--- src/rtl/clkseq_pkg.sv ---
package clkseq_pkg;
  localparam int unsigned LINE_W = 3;
  localparam int unsigned CYC_W  = 16;

  typedef struct packed {
    logic [LINE_W-1:0] line;
    logic [CYC_W-1:0]  cyc;
    logic              lvl;
  } point_t;

  typedef enum logic {ST_IDLE, ST_RUN} seq_state_e;

  localparam int unsigned VERT_NPTS = 12;
  localparam point_t [0:VERT_NPTS-1] VERT_TABLE = '{
    '{3'd0, 16'd100,  1'b1}, '{3'd0, 16'd140,  1'b0},
    '{3'd2, 16'd300,  1'b0}, '{3'd2, 16'd340,  1'b1},
    '{3'd1, 16'd580,  1'b1}, '{3'd1, 16'd620,  1'b0},
    '{3'd3, 16'd800,  1'b1}, '{3'd3, 16'd840,  1'b0},
    '{3'd1, 16'd1188, 1'b0}, '{3'd1, 16'd1236, 1'b1},
    '{3'd4, 16'd1300, 1'b0}, '{3'd4, 16'd1320, 1'b1}
  };

  localparam int unsigned HORZ_NPTS = 6;
  localparam point_t [0:HORZ_NPTS-1] HORZ_TABLE = '{
    '{3'd0, 16'd4,  1'b1}, '{3'd0, 16'd8,  1'b0},
    '{3'd1, 16'd12, 1'b0}, '{3'd1, 16'd16, 1'b1},
    '{3'd4, 16'd20, 1'b1}, '{3'd4, 16'd24, 1'b0}
  };
endpackage

--- src/rtl/clkseq_window_seq.sv ---
module clkseq_window_seq
  import clkseq_pkg::*;
#(
  parameter int unsigned NLINES = 5,
  parameter int unsigned NPTS   = VERT_NPTS,
  parameter point_t [0:NPTS-1] TABLE = VERT_TABLE
) (
  input  logic              clk_i,
  input  logic              rst_ni,
  input  logic              start_i,
  input  logic [NLINES-1:0] line_i,
  output logic              fin_o,
  output logic              pass_o,
  output logic              done_o
);
  localparam int unsigned IW = (NPTS > 1) ? $clog2(NPTS) : 1;

  seq_state_e       state;
  logic [CYC_W-1:0] cnt;
  logic [IW-1:0]    idx;
  logic             fail;
  point_t           cur;
  logic             sample, hit, miss, last;

  assign cur    = TABLE[idx];
  assign sample = line_i[cur.line];
  assign hit    = (state == ST_RUN) && (cnt == cur.cyc);
  assign miss   = (sample != cur.lvl);
  assign last   = (idx == IW'(NPTS - 1));
  assign fin_o  = hit && last && !start_i;
  assign pass_o = !(fail || miss);

  always_ff @(posedge clk_i or negedge rst_ni) begin
    if (!rst_ni) begin
      state  <= ST_IDLE;
      cnt    <= '0;
      idx    <= '0;
      fail   <= 1'b0;
      done_o <= 1'b0;
    end else begin
      done_o <= fin_o;
      if (start_i) begin
        state <= ST_RUN;
        cnt   <= '0;
        idx   <= '0;
        fail  <= 1'b0;
      end else if (state == ST_RUN) begin
        cnt <= cnt + CYC_W'(1);
        if (hit) begin
          if (last) begin
            state <= ST_IDLE;
          end else begin
            idx  <= idx + IW'(1);
            fail <= fail || miss;
          end
        end
      end
    end
  end
endmodule

--- config.mk ---
export PLATFORM = sky130hd
export DESIGN_NAME = clkseq_window_seq
export DESIGN_NICKNAME = d
export VERILOG_FILES = /design/src/rtl/clkseq_pkg.sv /design/src/rtl/clkseq_window_seq.sv
export SDC_FILE = /design/constraint.sdc
export NUM_CORES = 1
export LEC_CHECK = 0
export ABC_CLOCK_PERIOD_IN_PS = 2450
export BUFFER_PORTS_ARGS = -buffer_cell sky130_fd_sc_hd__buf_2
export CORE_MARGIN = 3
export CORE_UTILIZATION = 56
export CTS_BUF_LIST = sky130_fd_sc_hd__clkbuf_8
export DETAILED_ROUTE_END_ITERATION = 8
export HOLD_SLACK_MARGIN = 0.15
export PLACE_DENSITY_LB_ADDON = 0.25
export SLEW_MARGIN = 20
export SYNTH_ARGS = -nofsm -noshare
export SYNTH_HDL_FRONTEND = slang
export SYNTH_SLANG_ARGS = --single-unit
--- constraint.sdc ---
create_clock -name clk_i -period 2.45 [get_ports clk_i]
set_clock_uncertainty 0.1 [all_clocks]
set_input_delay 0.3675 -clock clk_i [delete_from_list [all_inputs] [get_ports clk_i]]
set_output_delay 0.3675 -clock clk_i [all_outputs]
set_load 0.1 [all_outputs]
==> metrics.txt, run 1 <==
# TYPE chip_impl_metric gauge
chip_impl_metric{name="number_of_slew_limit_violations_in_the_final_report",unit=""} 0
chip_impl_info{name="hold_path_startpoint",value="start_i"} 1
chip_impl_metric{name="io-pin-count",unit=""} 11
chip_impl_metric{name="postRouteWirelength",unit="um"} 4293
chip_impl_metric{name="timing_worst_slew_pin_value",unit="ps"} 734.5
chip_impl_metric{name="required",unit="ps"} 1980
chip_impl_metric{name="num_vias",unit=""} 1453
chip_impl_info{name="critPathLaunchType",value="register"} 1
chip_impl_metric{name="fillers",unit=""} 166
chip_impl_metric{name="syn-instance-count",unit=""} 176
chip_impl_metric{name="detailedRoute.firstIterationViolations",unit=""} 169
chip_impl_metric{name="crit_path_arrival_time",unit="ps"} 2470
chip_impl_metric{name="route.antenna.remaining_nets",unit=""} 0
chip_impl_metric{name="fmax",unit="MHz"} 340.8
chip_impl_metric{name="hpwl",unit="um"} 2564
chip_impl_metric{name="antenna_violations_before_repair",unit=""} 0
chip_impl_info{name="timing.critical_path.to_type",value="primary output"} 1
chip_impl_info{name="synth_top_family_by_area",value="simple AND/OR/NAND/NOR gates"} 1
chip_impl_metric{name="clock_tree.buffer_depth",unit=""} 2
chip_impl_metric{name="drt-wirelength-per-cell",unit="um"} 18.50
chip_impl_metric{name="cp_num_buf_inv",unit=""} 3
chip_impl_metric{name="share_of_the_clock_period_used_by_the_worst_path_after_layout",unit="%"} 119.8
chip_impl_metric{name="drtPass1Iterations",unit=""} 4
chip_impl_metric{name="tritoncts_num_sinks",unit=""} 23
chip_impl_info{name="ctsRootBufferMaster",value="clkbuf_8"} 1
chip_impl_metric{name="gr-usage-met2",unit="%"} 34.93
chip_impl_metric{name="synth.net_count",unit=""} 193
chip_impl_metric{name="multi_input_combinational_cell_area",unit="um2"} 1047
chip_impl_metric{name="synth_enable_flop_cells",unit=""} 0
chip_impl_info{name="first_element_of_the_critical_path",value="idx[0]"} 1
chip_impl_metric{name="groute.layer.met3.usage",unit="%"} 4.167
chip_impl_metric{name="timing.slew.headroom",unit="%"} 50.99
chip_impl_info{name="crit_slowest_cell",value="dfrtp_1"} 1
chip_impl_metric{name="placeableCoreArea",unit="um2"} 2567
chip_impl_metric{name="area_growth",unit="%"} 28.42
chip_impl_metric{name="synth.avg_cell_area",unit="um2"} 8.829
chip_impl_info{name="synth_area_leaders",value="dfrtp_1, ha_1, xor2_1"} 1
chip_impl_metric{name="grt_use_met1",unit="%"} 29.35
chip_impl_metric{name="dp_worst_setup_slack",unit="ps"} -172.8
chip_impl_metric{name="avgViaCountPerCell",unit=""} 6.263
chip_impl_metric{name="global_route_wire_length_before_repair",unit="um"} 5865
chip_impl_metric{name="insertion_delay",unit="ps"} 270
chip_impl_info{name="cell_mode_on_critical_path",value="ha_1"} 1
chip_impl_metric{name="die-width",unit="um"} 58.68
chip_impl_info{name="launching_point_of_the_worst_reg2reg_path",value="idx[0]"} 1
chip_impl_metric{name="timing.setup.tns",unit="ps"} -1011
chip_impl_metric{name="yosys_register_bits",unit=""} 23
chip_impl_info{name="crit_chain",value="buf_4, buf_8, ha_1, ha_1, xnor2_1, a32oi_1, nor2_1, nand4bb_4, nor2_4, buf_12"} 1
chip_impl_metric{name="p_per_area",unit="nW/um2"} 355.5
chip_impl_metric{name="drc",unit=""} 0
chip_impl_info{name="type_of_the_worst_setup_path",value="reg -> out"} 1
chip_impl_metric{name="die-area",unit="um2"} 3443
chip_impl_metric{name="synthDistinctLibCells",unit=""} 37
chip_impl_info{name="failing_checks",value="setup timing"} 1
chip_impl_metric{name="n_antenna_cell",unit=""} 0
chip_impl_metric{name="ys_warn_count",unit=""} 0
chip_impl_info{name="run_status",value="finished, violations left"} 1
chip_impl_info{name="synth_flop_cell",value="dfrtp_1"} 1
chip_impl_info{name="busiest_layer",value="met2"} 1
chip_impl_metric{name="yosys.area_share.xor_xnor",unit="%"} 10.71
chip_impl_metric{name="floorplan.die.height",unit="um"} 58.68
chip_impl_metric{name="std_cell_rows",unit=""} 18
chip_impl_metric{name="timing.final.crit_period",unit="ps"} 2935
chip_impl_info{name="worst_hold_class",value="in -> reg"} 1
chip_impl_metric{name="grt_remaining_overflow",unit=""} 0
chip_impl_metric{name="synth_simple_gate_area_share",unit="%"} 25.76
chip_impl_metric{name="number_of_global_route_vias_before_repair",unit=""} 1365
chip_impl_metric{name="setup_slack",unit="ps"} -484.7
chip_impl_metric{name="finish.net_count",unit=""} 220
chip_impl_metric{name="crit_path_max_fanout",unit=""} 7
chip_impl_metric{name="critical_path.max_stage_delay",unit="ps"} 410
chip_impl_metric{name="seq_area_frac_synth",unit="%"} 37.04
chip_impl_metric{name="timing.final.setup_violations",unit=""} 6
chip_impl_metric{name="buffer_ports.inserted",unit=""} 10
chip_impl_metric{name="timing.final.hold_violations",unit=""} 0
chip_impl_metric{name="drv.max_cap_violation_count",unit=""} 0
chip_impl_metric{name="pin_count_of_the_biggest_net_entering_global_routing",unit=""} 24
chip_impl_info{name="grt_setup_unrepaired",value="yes"} 1
chip_impl_metric{name="mappedNetlistArea",unit="um2"} 1554
chip_impl_metric{name="fraction_of_the_mapped_netlist_area_in_compound_gates",unit="%"} 11.35
chip_impl_metric{name="seqCellArea",unit="um2"} 578.1
chip_impl_info{name="largest_delay_share_family_worst_path",value="simple AND/OR/NAND/NOR gates"} 1
chip_impl_metric{name="synth_top_area_share",unit="%"} 37.04
chip_impl_info{name="cts_tree",value="yes"} 1
chip_impl_metric{name="synthArstFlopShare",unit="%"} 100.0
chip_impl_metric{name="post_route_cells_drive_above_1_share",unit="%"} 27.72
chip_impl_info{name="synth.most_common_cell",value="dfrtp_1"} 1
chip_impl_metric{name="gp_congestion",unit=""} 0.8063
chip_impl_info{name="synthDominantAreaCellType",value="dfrtp_1"} 1
chip_impl_metric{name="initial_core_util",unit="%"} 60.53
chip_impl_metric{name="synth.area.mux_share",unit="%"} 3.945
chip_impl_metric{name="synth-adder-area-share",unit="%"} 7.246
chip_impl_metric{name="globalRouteTotalUtil",unit="%"} 22.34
chip_impl_metric{name="path_clk_slew",unit="ps"} 90
chip_impl_metric{name="power.ir.vdd_worst",unit="V"} 0.0004315
chip_impl_metric{name="cts.htree.levels",unit=""} 1
chip_impl_metric{name="leakage",unit="nW"} 0.8566
chip_impl_metric{name="cts_made_buffers",unit=""} 3
chip_impl_info{name="synth_top_cells_by_count",value="dfrtp_1, nor2_1, nand2_1"} 1
==> worst register-to-register path, stage by stage, from the launching register on <==
cell	delay [ps]
dfrtp_1	410
buf_4	140
buf_8	130
ha_1	260
ha_1	240
xnor2_1	160
a32oi_1	160
nor2_1	270
nand4_4	140
or3_1	410
a21oi_2	170
==> state kept, by name (all words and copies together), names as in the netlist <==
register,cells
cnt,16
done_o,1
fail,1
idx,4
state,1
==> where the power goes <==
group	switching [mW]	internal (mW)	leakage [nW]
Sequential	0.00634	0.383	0.310
Clock	0.134	0.115	0.0217
Combinational	0.0442	0.0261	0.525
Total	0.184	0.525	0.857
==> worst paths after layout <==
check,cells after the start,slack (ps),to
max,10,-480,fin_o
min,2,290,cnt[8]
min reg2reg,2,470,cnt[15]
max reg2reg,10,-230,idx[2]
max in group asynchronous,2,1380,idx[3]
min in group asynchronous,2,490,cnt[5]
==> per-layer routing <==
metal	routed length, um	vias up
met5	0	-
met4	130	0
met3	291	15
met2	2104	74
met1	1767	700
li1	-	664
==> through the flow <==
stage | total power, mW | hold WS [ps] | cells | utilization (%) | instance area (um2)
after floorplan | 0.4316 | -28.09 | 176 | - | 1607
after global placement | 0.4566 | 255.4 | 221 | 69.49 | 1784
after detailed placement | 0.4593 | 267.6 | 221 | 69.49 | 1784
after CTS | 0.7083 | 283.3 | 226 | 72.86 | 1871
after global routing | 0.7351 | 300.5 | 232 | 77.73 | 1996
final | 0.7094 | 291.7 | 232 | 77.73 | 1996
==> placed cells by master, fill, tap and decap left out, types with 3 or more instances in the layout <==
cell type,n
dfrtp_1,21
nor2_1,18
buf_4,16
nand2_1,15
xor2_1,10
nand3_1,9
xnor2_1,8
buf_2,8
ha_1,7
a21oi_1,6
o21ai_0,5
or3_1,5
inv_1,4
nor3_1,4
mux2i_1,4
nor2b_1,4
nand4_1,4
and3_1,3
clkbuf_8,3
buf_6,3
==> cell families (layout without fill, tap and decap cells) <==
family / count (synthesis) / count (layout)
adders and majority gates: 9 / 9
muxes: 6 / 6
DFF: 23 / 23
buffers and inverters: 15 / 41
xor gates and xnor gates: 19 / 19
and+or+nand+nor: 77 / 77
AOI/OAI and AO/OA: 27 / 27
==> timing repair <==
action | in CTS | in global routing
hold buffers | 1 | 0
setup endpoints to repair | 5 | 7
gates resized for setup | 7 | 21
endpoints found under the hold margin | 23 | 0
gates cloned | 0 | 1
buffers inserted | 0 | 6
pin swaps | 2 | 6
==> layout make-up <==
cell class | instances | area share [%]
flip-flops and latches | 23 | 28.97
inverters | 6 | 1.254
well taps | 30 | 1.881
clock inverters | 1 | 0.3762
clock buffers | 3 | 2.069
multi-input cells | 138 | 52.48
repair buffers | 31 | 12.98
Power figures use the tool's default switching activity.
==> run 2, diff against run 1 <==
--- a/config.mk
+++ b/config.mk
@@ -8,12 +8,13 @@
 export ABC_CLOCK_PERIOD_IN_PS = 2450
 export BUFFER_PORTS_ARGS = -buffer_cell sky130_fd_sc_hd__buf_2
 export CORE_MARGIN = 3
-export CORE_UTILIZATION = 56
-export CTS_BUF_LIST = sky130_fd_sc_hd__clkbuf_8
+export CORE_UTILIZATION = 54
 export DETAILED_ROUTE_END_ITERATION = 8
 export HOLD_SLACK_MARGIN = 0.15
 export PLACE_DENSITY_LB_ADDON = 0.25
+export RECOVER_POWER = 50
 export SLEW_MARGIN = 20
 export SYNTH_ARGS = -nofsm -noshare
 export SYNTH_HDL_FRONTEND = slang
 export SYNTH_SLANG_ARGS = --single-unit
+export TNS_END_PERCENT = 5
==> run 2 against run 1 <==
Effect of this change: largest power group unchanged; register-to-register slack improved by 260 ps; highest routed layer unchanged; fmax increased by 0.82%; hold slack improved by 120 ps; the flow still finishes with violations (setup timing); worst setup slack better by 24 ps; critical path type unchanged.
==> metrics.txt, run 2 (synthesis results as in run 1) <==
# TYPE chip_impl_metric gauge
chip_impl_metric{name="path_clk_slew",unit="ps"} 130
chip_impl_metric{name="finalPower",unit="mW"} 0.6424
chip_impl_metric{name="cts.htree.levels",unit=""} 1
chip_impl_info{name="grt_setup_unrepaired",value="yes"} 1
chip_impl_metric{name="number_of_slew_limit_violations_in_the_final_report",unit=""} 0
chip_impl_metric{name="timing_worst_slew_pin_value",unit="ps"} 1292
chip_impl_info{name="ctsRootBufferMaster",value="clkbuf_4"} 1
chip_impl_metric{name="seq_power_share",unit="%"} 60.8
chip_impl_metric{name="global_route_wire_length_before_repair",unit="um"} 6141
chip_impl_metric{name="p_int",unit="mW"} 0.4680
chip_impl_metric{name="drt-wirelength-per-cell",unit="um"} 15.34
chip_impl_metric{name="setup_slack",unit="ps"} -460.9
chip_impl_metric{name="timing.slew.headroom",unit="%"} 13.84
chip_impl_info{name="regMostFlops",value="cnt"} 1
chip_impl_metric{name="net-switching-power",unit="mW"} 0.1743
chip_impl_metric{name="detailedRoute.firstIterationViolations",unit=""} 63
chip_impl_metric{name="largest_reg_flops",unit=""} 16
chip_impl_metric{name="seqCellArea",unit="um2"} 576.8
chip_impl_metric{name="postRouteWirelength",unit="um"} 3528
chip_impl_metric{name="die-area",unit="um2"} 3558
chip_impl_metric{name="number_of_global_route_vias_before_repair",unit=""} 1394
chip_impl_metric{name="netSwitchingFraction",unit="%"} 27.14
chip_impl_metric{name="std_cell_rows",unit=""} 18
chip_impl_metric{name="grt_remaining_overflow",unit=""} 0
chip_impl_metric{name="num_vias",unit=""} 1324
chip_impl_metric{name="initial_core_util",unit="%"} 59.48
chip_impl_metric{name="floorplan.die.height",unit="um"} 59.65
chip_impl_metric{name="placeableCoreArea",unit="um2"} 2613
chip_impl_metric{name="place_area",unit="um2"} 1809
chip_impl_metric{name="timing.final.setup_violations",unit=""} 2
chip_impl_metric{name="antenna_violations_before_repair",unit=""} 0
chip_impl_info{name="timing.critical_path.to_type",value="primary output"} 1
chip_impl_info{name="layout_common_cells",value="dfrtp_1, nor2_1, buf_4, nand2_1, xor2_1"} 1
chip_impl_metric{name="io-pin-count",unit=""} 11
chip_impl_metric{name="fillers",unit=""} 203
chip_impl_metric{name="drc",unit=""} 0
chip_impl_metric{name="fmax",unit="MHz"} 343.5
chip_impl_metric{name="n_antenna_cell",unit=""} 0
chip_impl_metric{name="gate_power_share",unit="%"} 9.9
chip_impl_metric{name="finish.net_count",unit=""} 218
chip_impl_metric{name="pin_count_of_the_biggest_net_entering_global_routing",unit=""} 24
chip_impl_metric{name="die-width",unit="um"} 59.65
chip_impl_metric{name="drv.max_cap_violation_count",unit=""} 0
chip_impl_metric{name="avgViaCountPerCell",unit=""} 5.757
chip_impl_info{name="critPathLaunchType",value="register"} 1
chip_impl_info{name="layout_commonest_cell",value="dfrtp_1"} 1
chip_impl_info{name="worst_hold_class",value="in -> reg"} 1
chip_impl_metric{name="area_growth",unit="%"} 20.69
chip_impl_metric{name="crit_path_arrival_time",unit="ps"} 2440
chip_impl_metric{name="timing.final.crit_period",unit="ps"} 2911
chip_impl_metric{name="timing.final.hold_violations",unit=""} 0
chip_impl_metric{name="leakage",unit="nW"} 0.8234
chip_impl_metric{name="share_of_the_clock_period_used_by_the_worst_path_after_layout",unit="%"} 118.8
chip_impl_metric{name="buffer_ports.inserted",unit=""} 10
chip_impl_metric{name="clock_tree.buffer_depth",unit=""} 2
chip_impl_metric{name="post_route_cells_drive_above_1_share",unit="%"} 22.50
chip_impl_metric{name="dp.cells",unit=""} 225
chip_impl_metric{name="tritoncts_num_sinks",unit=""} 23
chip_impl_metric{name="crit_path_max_fanout",unit=""} 2
chip_impl_info{name="run_status",value="finished, violations left"} 1
chip_impl_info{name="failing_checks",value="setup timing"} 1
chip_impl_metric{name="multi_input_combinational_cell_area",unit="um2"} 984.7
chip_impl_metric{name="p_per_area",unit="nW/um2"} 342.5
chip_impl_metric{name="gp_congestion",unit=""} 0.8908
chip_impl_metric{name="required",unit="ps"} 1980
chip_impl_metric{name="timing.setup.tns",unit="ps"} -490.2
chip_impl_info{name="cts_tree",value="yes"} 1
chip_impl_info{name="biggestRegsByFlops",value="cnt x16, idx x4"} 1
chip_impl_metric{name="insertion_delay",unit="ps"} 330
chip_impl_metric{name="cts_made_buffers",unit=""} 3
chip_impl_metric{name="drtPass1Iterations",unit=""} 4
chip_impl_info{name="type_of_the_worst_setup_path",value="reg -> out"} 1
chip_impl_metric{name="globalRouteTotalUtil",unit="%"} 23.10
chip_impl_metric{name="instances_no_fill",unit=""} 230
chip_impl_metric{name="final_design_area_no_fill",unit="um2"} 1876
chip_impl_metric{name="hpwl",unit="um"} 2667
chip_impl_metric{name="clkPwrFrac",unit="%"} 29.4
chip_impl_metric{name="power.ir.vdd_worst",unit="V"} 0.0002872
chip_impl_metric{name="route.antenna.remaining_nets",unit=""} 0
-- run 2: cell count changes in the layout (fill, tap and decap cells not counted), sizes merged --
cell	delta
clkbuf	+1
buf	-3
clkinvlp	-1
clkinv	+1
-- run 2: area by class of cell --
type / instances / area share, %
clock buffer: 3 / 1.201
clock inverter: 1 / 0.2668
inverter: 6 / 1.334
multi-input combinational: 138 / 52.50
sequential: 23 / 30.75
tap: 30 / 2.001
timing repair buffer: 29 / 11.94
-- run 2: path summary, 6_finish.rpt --
check	from	end	slack [ps]	depth (start not counted)
max in group asynchronous	rst_ni	idx[3]	690	2
max reg2reg	idx[0]	idx[3]	30	9
min	start_i	idx[1]	420	3
min in group asynchronous	rst_ni	idx[3]	720	2
max	idx[1]	fin_o	-460	9
min reg2reg	cnt[15]	cnt[15]	470	2
-- run 2: worst max-delay path, stage by stage, from the launching register on --
cell and delay (ps):
dfrtp_1 410, inv_4 50, ha_4 260, mux2i_2 70
or4b_4 520, a32oi_2 200, nand2_1 80, nand4bb_4 210
nor2_4 130, buf_12 180
-- run 2: what timing repair did --
item | CTS | global route
pin swaps | 2 | 0
resized for setup | 6 | 2
gates cloned | 0 | 0
buffers inserted | 0 | 0
setup endpoints to repair | 5 | 7
hold buffers | 1 | 0
hold endpoints to repair | 23 | 0
-- run 2: metrics by stage --
stage | hold WS [ps] | util (%) | setup WS [ps]
floorplan | -28.09 | - | -498.8
global placement | 261.0 | 69.25 | -90.77
global route | 421.3 | 71.79 | -587.8
detailed placement | 272.8 | 69.25 | -144.3
CTS | 402.5 | 71.50 | -493.5
finish | 416.1 | 71.79 | -460.9
-- run 2: layer usage --
metal / share of wire [%] / up-vias / GRT usage, %
met2: 50 / 20 / 40.28
li1: - / 662 / -
met3: 1.8 / 9 / 2.832
met5: 0 / - / 0
met4: 2.2 / 0 / 10.13
met1: 46 / 633 / 28.15
-- run 2: power groups by stage --
stage | Clock, mW | Sequential [mW] | Combinational [mW]
2_1_floorplan | 0 | 0.396 | 0.0352
3_3_place_gp | 0 | 0.397 | 0.0579
3_5_place_dp | 0 | 0.398 | 0.0607
4_1_cts | 0.195 | 0.390 | 0.0640
5_1_grt | 0.209 | 0.391 | 0.0699
6_report | 0.189 | 0.390 | 0.0634
